`config.mk`:
```
export PLATFORM = sky130hd
export DESIGN_NAME = volbtn_regs
export DESIGN_NICKNAME = d
export VERILOG_FILES = /design/src/rtl/volbtn_pkg.sv /design/src/rtl/volbtn_event.sv /design/src/rtl/volbtn_sat_cnt.sv /design/src/rtl/volbtn_irq.sv /design/src/rtl/volbtn_regs.sv
export SDC_FILE = /design/constraint.sdc
export NUM_CORES = 1
export LEC_CHECK = 0
export ABC_AREA = 0
export BUFFER_PORTS_ARGS = -buffer_cell sky130_fd_sc_hd__buf_2
export CELL_PAD_IN_SITES_DETAIL_PLACEMENT = 1
export CELL_PAD_IN_SITES_GLOBAL_PLACEMENT = 2
export CORE_UTILIZATION = 26
export DETAILED_ROUTE_END_ITERATION = 7
export PLACE_DENSITY = 0.86
export REMOVE_ABC_BUFFERS = 1
export SLEW_MARGIN = 20
export SYNTH_ARGS = -nofsm -noshare
export SYNTH_HDL_FRONTEND = slang
export SYNTH_SLANG_ARGS = --single-unit
```
`constraint.sdc`:
```
create_clock -name clk -period 1.64 [get_ports clk]
set_clock_uncertainty 0.2 [all_clocks]
set_input_delay 0.492 -clock clk [delete_from_list [all_inputs] [get_ports clk]]
set_output_delay 0.492 -clock clk [all_outputs]
set_load 0.03 [all_outputs]
```
`src/rtl/volbtn_pkg.sv`:
```
package volbtn_pkg;
  // One decoded button event per cycle, after priority resolution.
  typedef enum logic [1:0] {
    EV_NONE = 2'd0,
    EV_UP   = 2'd1,
    EV_DOWN = 2'd2,
    EV_MUTE = 2'd3
  } vol_ev_e;
endpackage

```
`src/rtl/volbtn_event.sv`:
```
module volbtn_event
  import volbtn_pkg::*;
(
  input  logic    up_pulse,
  input  logic    down_pulse,
  input  logic    mute_pulse,
  output vol_ev_e ev
);
  // Mute dominates, then up, then down.
  always_comb begin
    if (mute_pulse)      ev = EV_MUTE;
    else if (up_pulse)   ev = EV_UP;
    else if (down_pulse) ev = EV_DOWN;
    else                 ev = EV_NONE;
  end
endmodule

```
`src/rtl/volbtn_sat_cnt.sv`:
```
module volbtn_sat_cnt
  import volbtn_pkg::*;
#(
  parameter int CNT_W = 3
) (
  input  logic             clk,
  input  logic             rst_n,
  input  logic             rearm,
  input  vol_ev_e          ev,
  output logic [CNT_W-1:0] q
);
  localparam logic [CNT_W-1:0] MID_VAL = CNT_W'(1) << (CNT_W - 1);
  localparam logic [CNT_W-1:0] MAX_VAL = '1;

  logic [CNT_W-1:0] q_d;
  logic             q_en;

  always_comb begin
    q_d = q;
    if (rearm) begin
      q_d = MID_VAL;
    end else begin
      case (ev)
        EV_UP:   if (q != MAX_VAL) q_d = q + 1'b1;
        EV_DOWN: if (q != '0)      q_d = q - 1'b1;
        default: q_d = q;
      endcase
    end
  end

  assign q_en = rearm | (ev == EV_UP) | (ev == EV_DOWN);

  always_ff @(posedge clk or negedge rst_n) begin
    if (!rst_n)     q <= MID_VAL;
    else if (q_en)  q <= q_d;
  end
endmodule

```
`src/rtl/volbtn_irq.sv`:
```
module volbtn_irq
  import volbtn_pkg::*;
(
  input  logic    clk,
  input  logic    rst_n,
  input  vol_ev_e ev,
  input  logic    clr,
  output logic    irq_q,
  output logic    mute_q
);
  logic irq_d;
  logic mute_d;
  logic upd_en;

  // A press in the clear cycle survives the clear.
  always_comb begin
    irq_d  = (ev != EV_NONE) | (irq_q & ~clr);
    mute_d = (ev == EV_MUTE) | (mute_q & ~clr);
  end

  assign upd_en = clr | (ev != EV_NONE);

  always_ff @(posedge clk or negedge rst_n) begin
    if (!rst_n) begin
      irq_q  <= 1'b0;
      mute_q <= 1'b0;
    end else if (upd_en) begin
      irq_q  <= irq_d;
      mute_q <= mute_d;
    end
  end
endmodule

```
`src/rtl/volbtn_regs.sv`:
```
module volbtn_regs
  import volbtn_pkg::*;
#(
  parameter int CNT_W     = 3,
  parameter int NUM_CNT   = 2,
  parameter int ADDR_W    = 3,
  parameter int N_ALIAS   = 4,
  parameter int STAT_ADDR = 4
) (
  input  logic                           clk,
  input  logic                           rst_n,
  input  logic                           up_pulse,
  input  logic                           down_pulse,
  input  logic                           mute_pulse,
  input  logic [ADDR_W-1:0]              bus_addr,
  input  logic                           bus_wr,
  input  logic [NUM_CNT*(CNT_W+1)-1:0]   bus_wdata,
  output logic [NUM_CNT*(CNT_W+1)-1:0]   bus_rdata,
  output logic                           irq
);
  localparam int                FIELD_W   = CNT_W + 1;
  localparam int                DATA_W    = NUM_CNT * FIELD_W;
  localparam logic [ADDR_W-1:0] ALIAS_LIM = ADDR_W'(N_ALIAS);
  localparam logic [ADDR_W-1:0] STAT_A    = ADDR_W'(STAT_ADDR);

  vol_ev_e                  ev;
  logic                     alias_hit;
  logic                     alias_wr;
  logic                     stat_wr;
  logic                     mute_seen;
  logic [NUM_CNT*CNT_W-1:0] cnt_flat;
  logic [DATA_W-1:0]        cnt_byte;
  logic                     wdata_unused;

  // Every register ignores the write data.
  assign wdata_unused = ^bus_wdata;

  assign alias_hit = (bus_addr < ALIAS_LIM);
  assign alias_wr  = bus_wr & alias_hit;
  assign stat_wr   = bus_wr & (bus_addr == STAT_A);

  volbtn_event u_event (
    .up_pulse   (up_pulse),
    .down_pulse (down_pulse),
    .mute_pulse (mute_pulse),
    .ev         (ev)
  );

  for (genvar g = 0; g < NUM_CNT; g++) begin : g_cnt
    logic [CNT_W-1:0] q;
    volbtn_sat_cnt #(.CNT_W(CNT_W)) u_cnt (
      .clk   (clk),
      .rst_n (rst_n),
      .rearm (alias_wr),
      .ev    (ev),
      .q     (q)
    );
    assign cnt_flat[g*CNT_W +: CNT_W]   = q;
    // Counter in the upper bits of its field, reserved zero below it.
    assign cnt_byte[g*FIELD_W +: FIELD_W] = {q, 1'b0};
  end

  volbtn_irq u_irq (
    .clk    (clk),
    .rst_n  (rst_n),
    .ev     (ev),
    .clr    (stat_wr),
    .irq_q  (irq),
    .mute_q (mute_seen)
  );

  always_comb begin
    bus_rdata = '0;
    if (alias_hit) begin
      bus_rdata = cnt_byte;
    end else if (bus_addr == STAT_A) begin
      bus_rdata[1:0] = {mute_seen, irq};
    end
  end
endmodule

```
# [Yosys cells after proc, flatten, opt, wreduce, memory -nomap -nowiden]
# Index checks and enable logic that the tools add are counted.
[word_totals] register_bits=8 input_bits=17 elab_cells=49
[classes] add_sub_neg=4 n_lt_le_gt_ge=1 n_eq_ne=10 mux=14 bitwise=10 reduce_logical=6
[ops] op="3-bit 2-to-1 mux" n=6
[ops] op="3-bit by 1-bit inequality test with 1-bit output (second input constant)" n=4
[ops] op="3-bit case mux with 2 select lines" n=2
[ops] op="2-bit 2-to-1 mux" n=5
[ops] op="3-bit nonzero test" n=3
[ops] op="4-bit AND reduction" n=2
[ops] op="3-bit by 1-bit adder with 3-bit output (second input constant)" n=2
[ops] op="6-bit 2-to-1 mux" n=1
[ops] op="3-bit inequality test (second input constant)" n=2
[ops] op="3-bit by 1-bit subtractor with 3-bit output (second input constant)" n=2
[ops] op="1-bit bitwise OR" n=5
[ops] op="1-bit bitwise AND" n=4
[ops] op="2-bit == test (second input constant)" n=2
[ops] op="3-bit == test (second input constant)" n=1
[ops] op="3-bit < comparator (second input constant)" n=1
[ops] op="2-bit by 1-bit == test with 1-bit output (second input constant)" n=1
[ops] op="2-bit nonzero test" n=1
[ops] op="1-bit inverter" n=1

# [Depth between registers and ports, before layout]
# Gate-level depths: netlist of run 1.
[depth] depth_word=7 mapped_depth=8

# [By module]
# Synthesis of run 1 repeated with hierarchy kept, for this count alone.
[hier_totals] cells_unflattened=86 area_unflattened_um2=782.0
[by_module_without_submodules] module="volbtn_sat_cnt" n_inst=2 cells_per_inst=31 area_each_um2=294.0 seq_area_each_um2=76.3
[by_module_without_submodules] module="volbtn_regs" n_inst=1 cells_per_inst=13 area_each_um2=97.6 seq_area_each_um2=0.0
[by_module_without_submodules] module="volbtn_irq" n_inst=1 cells_per_inst=8 area_each_um2=78.8 seq_area_each_um2=50.0
[by_module_without_submodules] module="volbtn_event" n_inst=1 cells_per_inst=3 area_each_um2=17.5 seq_area_each_um2=0.0

# [Least setup slack after synthesis of run 1]
# OpenSTA, ideal clock, no wires.
[synth_path] path_kind="input port to flip-flop" from="input port up_pulse" to="register g_cnt[1].u_cnt.q[2]" t_arrival_ns=1.623 t_required_ns=1.341 slack_ns=-0.281 path_stages=7 path_cell_list="buf_6 > nor3b_4 > xor2_1 > ha_1 > nor2_1 > a32oi_1 > o311ai_1"
[synth_between] elab_chain_cells=6
[synth_lines] item="start, declared" line="volbtn_regs.sv:12" source="input logic up_pulse,"
[synth_lines] item="2-bit 2-to-1 mux *" line="volbtn_event.sv:12" source="else if (up_pulse) ev = EV_UP;"
[synth_lines] item="2-bit 2-to-1 mux *" line="volbtn_event.sv:11" source="if (mute_pulse) ev = EV_MUTE;"
[synth_lines] item="2-bit by 1-bit == test with 1-bit output" line="volbtn_sat_cnt.sv:23, volbtn_sat_cnt.sv:31"
[synth_lines] item="1-bit bitwise OR (2 in series)" line="volbtn_sat_cnt.sv:31" source="assign q_en = rearm | (ev == EV_UP) | (ev == EV_DOWN);"
[synth_lines] item="4-bit AND reduction (no source line)"
[synth_lines] item="end signal, assigned" line="volbtn_sat_cnt.sv:35" source="else if (q_en) q <= q_d;"
[synth_lines] item="end, declared" line="volbtn_sat_cnt.sv:10" source="output logic [CNT_W-1:0] q"
# Mark *: on every way between the ends. The rest lies on a longest branch, timed or not.
# A chain may end at the register's enable or synchronous reset.

# [Worst setup path after layout of run 1]
[layout_path] from="input port bus_addr[1]" to="output port bus_rdata[1]"
[layout_between] elab_chain_cells=3
[layout_lines] item="start, declared" line="volbtn_regs.sv:15" source="input logic [ADDR_W-1:0] bus_addr,"
[layout_lines] item="branches (longest 2 deep; another with 3-bit < comparator)"
[layout_lines] item="2-bit 2-to-1 mux *" line="volbtn_regs.sv:74" source="if (alias_hit) begin"
[layout_lines] item="end, declared" line="volbtn_regs.sv:18" source="output logic [NUM_CNT*(CNT_W+1)-1:0] bus_rdata,"
# Mark *: on every way between the ends.

==> summary.md, run 1 <==
| Metric | Value |
|---|---|
| # port buffers | 16 |
| H-tree depth | 1 |
| Overall power | 1080 uW |
| Final min period | 1.82 ns |
| Number of synthesized flops with an enable pin | 0 |
| Setup TNS | -0.962 ns |
| # rows | 16 |
| Critical Path Start Type | input port |
| Dpl cells | 104 |
| Synth Warn # | 0 |
| WP data arrival | 1.13 ns |
| Ys flop type | dfrtp_1 |
| Vias | 537 |
| Power per cell area | 1190 mW/mm^2 |
| Die width | 49.1 um |
| Final hold vios | 0 |
| Yosys top cell by area | dfrtp_1 |
| DR pass1 iterations | 1 |
| Final Non-Filler Cells | 114 |
| Final Max Tran Viols | 0 |
| Mapped cell area | 576 um^2 |
| Gpl congestion | 0.797 |
| Critical-path maximum fanout | 3 |
| Root Buffer | clkbuf_4 |
| Final setup viols | 9 |
| Area grow syn2layout | 57.8% |
| Via density | 4.71 |
| Fin Hold WS | 0.278 ns |
| Diodes inserted | 0 |
| Die ar. | 0.00241 mm^2 |
| Async SR Flop Fraction | 100% |
| Number of global-route vias before repair | 560 |
| Failing checks | negative setup slack |
| Core box area | 0.00202 mm^2 |
| RSZ-0062 raised after global routing | yes |
| Clk sinks | 8 |
| Unique masters post-synth | 27 |
| Post-DP HPWL | 1070 um |
| Hold Crit Class | reg2reg |
| Sequential fraction of the synthesis area | 35.2% |
| Largest net degree at the start of global routing | 9 |
| Crit path capture type | primary output |
| F_max | 550 MHz |
| Clk_lat worst skew | 0.24 ns |
| CTS tree | built |
| Status | finished, violations left |
| Overflow after GRT | 0 |
| Initial Utilization | 28.5% |
| #FFs+latches synth | 8 |
| Max Buffers Root-to-Sink | 2 |
| DP Worst Slack | -0.458 ns |
| IO Pins | 26 |
| Setup Crit Path Kind | in2out |
| Drt total wl | 1450 um |
| Post-Syn Instances | 56 |
| Final #Nets | 108 |
| Filler instances | 236 |
| Fraction of layout instances using a drive strength above 1 | 50.6% |
| Wire length per cell | 12.8 um |
| Initial antenna violation count | 0 |
| Tcrit/Tclk final | 111% |
| 1st-iter DRT viols | 0 |
| Drt drc | 0 |
| Top cell type's share of synthesized area | 26.1% |
| Antenna Nets Post-Route | 0 |
| Max_cap viols | 0 |
| Static Leakage | 0.000408 uW |
| CTS Buf Count | 3 |
| Setup ws final | -0.177 ns |
| First-pass GRT wire length | 2530 um |
| Tot GR Track Use | 13.8% |
| Max VDD drop | 0.000453 V |
| Ranking of synthesized cells by area | dfrtp_1 26%, dfstp_2 9.1%, and2b_1 7.8% |
| Data required, critical path | 0.95 ns |
| Synthesized area per cell | 10.3 um^2 |
| Clock slew at reported path FFs | 0.05 ns |
| Die height | 49.1 um |
-- cell families after synthesis --
group	Yosys count	share of synthesized area (%)
and+or+nand+nor	19	21.7
AOI/OAI and AO/OA	15	21.1
DFF	8	35.2
xor gates and xnor gates	4	6.09
muxes	4	6.96
buffers and inverters	3	3.91
adders and majority gates	2	4.35
other	1	0.652
-- synth_stat cells, types with 2 or more instances --
| cell | count |
|---|---|
| xor2_1 | 3 |
| o31a_1 | 2 |
| nor2_1 | 6 |
| ha_1 | 2 |
| a32oi_1 | 2 |
| o311ai_1 | 2 |
| and2b_1 | 6 |
| o21ai_1 | 2 |
| nand2_1 | 2 |
| dfrtp_1 | 6 |
| dfstp_2 | 2 |
| a41oi_1 | 2 |
| mux2i_1 | 4 |
| o21ai_2 | 2 |
-- final cells by class --
| type | count | area, um^2 | area share, % |
|---|---|---|---|
| well taps | 27 | 33.8 | 3.72 |
| clock buffers | 3 | 22.5 | 2.48 |
| inverters | 1 | 3.75 | 0.413 |
| multi-input cells | 45 | 374 | 41.2 |
| repair buffers | 30 | 270 | 29.8 |
| flip-flops and latches | 8 | 204 | 22.5 |
-- final timing paths --
check / start / to / slack [ns] / cells past startpoint
min reg2reg: u_irq.mute_q$_DFFE_PN0P_ / u_irq.mute_q$_DFFE_PN0P_ / 0.28 / 1
min: u_irq.mute_q$_DFFE_PN0P_ / u_irq.mute_q$_DFFE_PN0P_ / 0.28 / 1
min in group asynchronous: rst_n / u_irq.mute_q$_DFFE_PN0P_ / 0.42 / 2
max reg2reg: g_cnt[1].u_cnt.q[1]$_DFFE_PN0P_ / g_cnt[1].u_cnt.q[2]$_DFFE_PN1P_ / -0.02 / 6
max in group asynchronous: rst_n / g_cnt[1].u_cnt.q[2]$_DFFE_PN1P_ / 0.58 / 2
max: bus_addr[1] / bus_rdata[1] / -0.18 / 5
-- layer usage --
metal | wire [um] | part of all wire [%] | track usage [%] | vias to the layer above
li1 | - | - | - | 267
met1 | 630 | 43 | 16.2 | 254
met2 | 763 | 52 | 25.0 | 16
met3 | 59 | 4.1 | 2.49 | 0
met4 | 0 | 0 | 4.41 | 0
met5 | 0 | 0 | 0 | -
-- power breakdown --
| group | total, uW | leakage [uW] | internal, uW | switching, uW |
|---|---|---|---|---|
| registers | 348 | 0.0000887 | 275 | 72.6 |
| logic | 587 | 0.000305 | 298 | 289 |
| clock network | 144 | 0.0000138 | 83.3 | 60.5 |
-- cell usage in the layout (no fill, tap or decap) --
cell type	instances
and2b_1	6
clkbuf_4	3
a32oi_1	2
buf_2	4
xor2_1	3
and2_1	1
xnor2_1	1
a2111o_1	1
nand2b_1	1
o31a_1	2
dlygate4sd3_1	1
o21ai_1	3
dfstp_2	2
mux2i_1	4
nor2b_1	1
buf_4	12
conb_1	1
nor2_1	4
buf_8	1
dfrtp_2	1
dfrtp_1	5
a41oi_1	2
a21o_1	1
buf_6	12
nand2_1	2
nor3b_4	2
o311ai_1	1
nor2_2	2
o21ai_2	2
o311ai_2	1
ha_2	2
inv_1	1
-- state kept, by name, indices dropped and copies added, names as in the netlist --
| register | cells |
|---|---|
| g_cnt.u_cnt.q | 6 |
| u_irq.irq_q | 1 |
| u_irq.mute_q | 1 |
-- stage by stage --
stage / cell area, um^2 / utilization, %
after floorplan: 557 / -
after global placement: 723 / 35.8
after detailed placement: 723 / 35.8
after CTS: 882 / 43.6
after global routing: 908 / 44.9
final: 908 / 44.9
-- critical path, stage by stage --
cell and delay [ns]:
buf_6 0.10, nor3b_4 0.21, nand2_1 0.08, o21ai_1 0.08
buf_4 0.17
-- repair_timing --
| item | in CTS | in global routing |
|---|---|---|
| pin swaps | 9 | 10 |
| endpoints found under the setup margin | 9 | 11 |
| gates cloned | 0 | 0 |
| hold buffers | 1 | 0 |
| endpoints found under the hold margin | 6 | 0 |
| setup buffers | 4 | 2 |
| gates resized for setup | 29 | 2 |
No activity file was read; power rests on OpenSTA's default activity.
==> run 2: changes to the inputs <==
--- a/config.mk
+++ b/config.mk
@@ -11,9 +11,11 @@
 export CELL_PAD_IN_SITES_GLOBAL_PLACEMENT = 2
 export CORE_UTILIZATION = 26
 export DETAILED_ROUTE_END_ITERATION = 7
+export MAX_ROUTING_LAYER = met4
 export PLACE_DENSITY = 0.86
 export REMOVE_ABC_BUFFERS = 1
 export SLEW_MARGIN = 20
 export SYNTH_ARGS = -nofsm -noshare
 export SYNTH_HDL_FRONTEND = slang
 export SYNTH_SLANG_ARGS = --single-unit
+export TNS_END_PERCENT = 5
==> run 2 against run 1 <==
The run still ends with negative setup slack left. Routed wire length is 4.1% lower. Count of clock-buffer cells in the layout unchanged. Die area unchanged. Worst setup slack got worse by 0.0011 ns. Final area fell by 5.4%. First-iteration DRC count increased by 1. Largest power group unchanged.
==> summary.md, run 2 (synthesis gave the netlist of run 1 again) <==
| Metric | Value |
|---|---|
| Status | finished, violations left |
| Failing checks | negative setup slack |
| Static Leakage | 0.000385 uW (-5.6%) |
| Post-DP Area | 723 um^2 (unchanged) |
| Final setup viols | 9 (unchanged) |
| Setup TNS | -1.19 ns (-0.224 ns) |
| Top reg by flops | g_cnt.u_cnt.q |
| Commonest cells after routing, fill and taps aside | 10 x buf_6, 10 x buf_4, 6 x and2b_1, 6 x dfrtp_1, 5 x buf_2 |
| Initial Utilization | 28.5% (unchanged) |
| Crit path cell chain | buf_6 -> nor3b_4 -> nand2_1 -> o21ai_1 -> buf_4 |
| M2 GR Usage | 24.8% (-0.23 points) |
| Final instance area | 860 um^2 (-5.4%) |
| Max_cap viols | 0 (unchanged) |
| Wire length per cell | 12.7 um (-0.64%) |
| Busiest layer in global routing | met2 |
| Power per cell area | 1190 mW/mm^2 (-0.20%) |
| Die ar. | 0.00241 mm^2 (unchanged) |
| Via density | 4.91 (+4.2%) |
| DR pass1 iterations | 2 (+1) |
| Final Max Tran Viols | 0 (unchanged) |
| Core box area | 0.00202 mm^2 (unchanged) |
| Clk_lat worst skew | 0.24 ns (about the same) |
| Biggest regs | g_cnt.u_cnt.q x6, u_irq.irq_q x1, u_irq.mute_q x1 |
| Area grow syn2layout | 49.3% |
| Final #Nets | 104 (-3.7%) |
| Clk sinks | 8 (unchanged) |
| Met1 Use GR | 16.0% (-0.19 points) |
| H-tree depth | 1 (unchanged) |
| F_max | 550 MHz (about the same) |
| # rows | 16 (unchanged) |
| WP data arrival | 1.13 ns (about the same) |
| Max VDD drop | 0.000441 V (-2.7%) |
| Core Util, Final | 42.5% (-2.4 points) |
| Diodes inserted | 0 (unchanged) |
| Critical Path Start Type | input port |
| Overflow after GRT | 0 (unchanged) |
| Antenna Nets Post-Route | 0 (unchanged) |
| Crit-path slowest cell | nor3b_4 |
| CTS tree | built |
| Drt drc | 0 (unchanged) |
| Final hold vios | 0 (unchanged) |
| Setup Crit Path Kind | in2out |
| Data required, critical path | 0.95 ns (about the same) |
| Die height | 49.1 um (unchanged) |
| Hold Crit Class | reg2reg |
| Grt met3 use | 2.18% (-0.31 points) |
| Post-DP HPWL | 1070 um (unchanged) |
| Largest net degree at the start of global routing | 9 (unchanged) |
| Initial antenna violation count | 0 (unchanged) |
| # port buffers | 16 (unchanged) |
| Fraction of layout instances using a drive strength above 1 | 47.0% (-3.6 points) |
| Vias | 540 (+0.56%) |
| First-pass GRT wire length | 2490 um (-1.7%) |
| Crit path capture type | primary output |
| Gpl congestion | 0.809 (+1.4%) |
| Setup ws final | -0.178 ns (-0.00114 ns) |
| IO Pins | 26 (unchanged) |
| Clock slew at reported path FFs | 0.05 ns (about the same) |
| Final min period | 1.82 ns (+0.00114 ns) |
| Largest stage delay, worst path | 0.21 ns (about the same) |
| Max Buffers Root-to-Sink | 2 (unchanged) |
| 1st-iter DRT viols | 1 (+1) |
| CTS Buf Count | 3 (unchanged) |
| Root Buffer | clkbuf_4 |
| Number of global-route vias before repair | 551 (-1.6%) |
| Drt total wl | 1390 um (-4.1%) |
| Tcrit/Tclk final | 111% (about the same) |
| Max FFs per register | 6 (unchanged) |
| Tot GR Track Use | 14.0% (+0.19 points) |
| Critical-path maximum fanout | 3 (unchanged) |
| Die width | 49.1 um (unchanged) |
| Filler instances | 239 (+1.3%) |
| RSZ-0062 raised after global routing | yes |
==> run 2: changes by cell type in the layout (fill, tap and decap cells not counted) <==
cell	before	now
buf_2	4	5
buf_4	12	10
buf_6	12	10
buf_8	1	0
dfrtp_1	5	6
dfrtp_2	1	0
==> run 2: per-layer routing <==
metal / up-vias / part of all wire [%]
met5: - / 0
met4: 0 / 0.50
met3: 2 / 3.9
met2: 16 / 51
met1: 263 / 44
li1: 259 / -
==> run 2: power breakdown <==
group,switching [uW],internal (uW)
Combinational,262,253
Clock,60.0,83.3
Sequential,85.9,274
Total,408,610
==> run 2: layout make-up <==
type	count	area [um^2]	share of cell area, %
clock buffers	3	22.5	2.62
inverters	1	3.75	0.437
multi-input cells	45	374	43.5
flip-flops and latches	8	203	23.6
well taps	27	33.8	3.93
repair buffers	26	223	25.9
==> run 2: repair_timing <==
item / in CTS / in global routing
gates resized for setup: 25 / 1
setup endpoints to repair: 9 / 11
buffers inserted: 1 / 1
hold buffers: 1 / 0
endpoints found under the hold margin: 6 / 0
pin swaps: 9 / 5
cloned: 0 / 0
==> run 2: critical path, delay by kind of cell <==
| kind | cells | cell delay, ns |
|---|---|---|
| buffers and inverters | 2 | 0.27 |
| and+or+nand+nor | 2 | 0.29 |
| AOI/OAI and AO/OA | 1 | 0.08 |
==> run 2: worst paths after layout <==
check	slack [ns]	to	from	cells after the start
worst max-delay path	-0.18	bus_rdata[1]	bus_addr[1]	5
worst min-delay path	0.28	u_irq.mute_q$_DFFE_PN0P_	u_irq.mute_q$_DFFE_PN0P_	1
worst max register to register	0	g_cnt[0].u_cnt.q[2]$_DFFE_PN1P_	g_cnt[0].u_cnt.q[1]$_DFFE_PN0P_	6
worst min register to register	0.28	u_irq.mute_q$_DFFE_PN0P_	u_irq.mute_q$_DFFE_PN0P_	1
max in group asynchronous	0.58	g_cnt[1].u_cnt.q[2]$_DFFE_PN1P_	rst_n	2
min in group asynchronous	0.42	u_irq.mute_q$_DFFE_PN0P_	rst_n	2
==> run 2: through the flow <==
stage          hold WS (ns)  power, uW  setup slack, ns  std cells
6_report              0.278       1020           -0.178        110
2_1_floorplan      -0.00359        644           -0.234         54
3_3_place_gp          0.142        768           -0.428        104
3_5_place_dp          0.143        787           -0.458        104
5_1_grt               0.299       1100           -0.250        110
4_1_cts               0.283       1030           -0.183        109
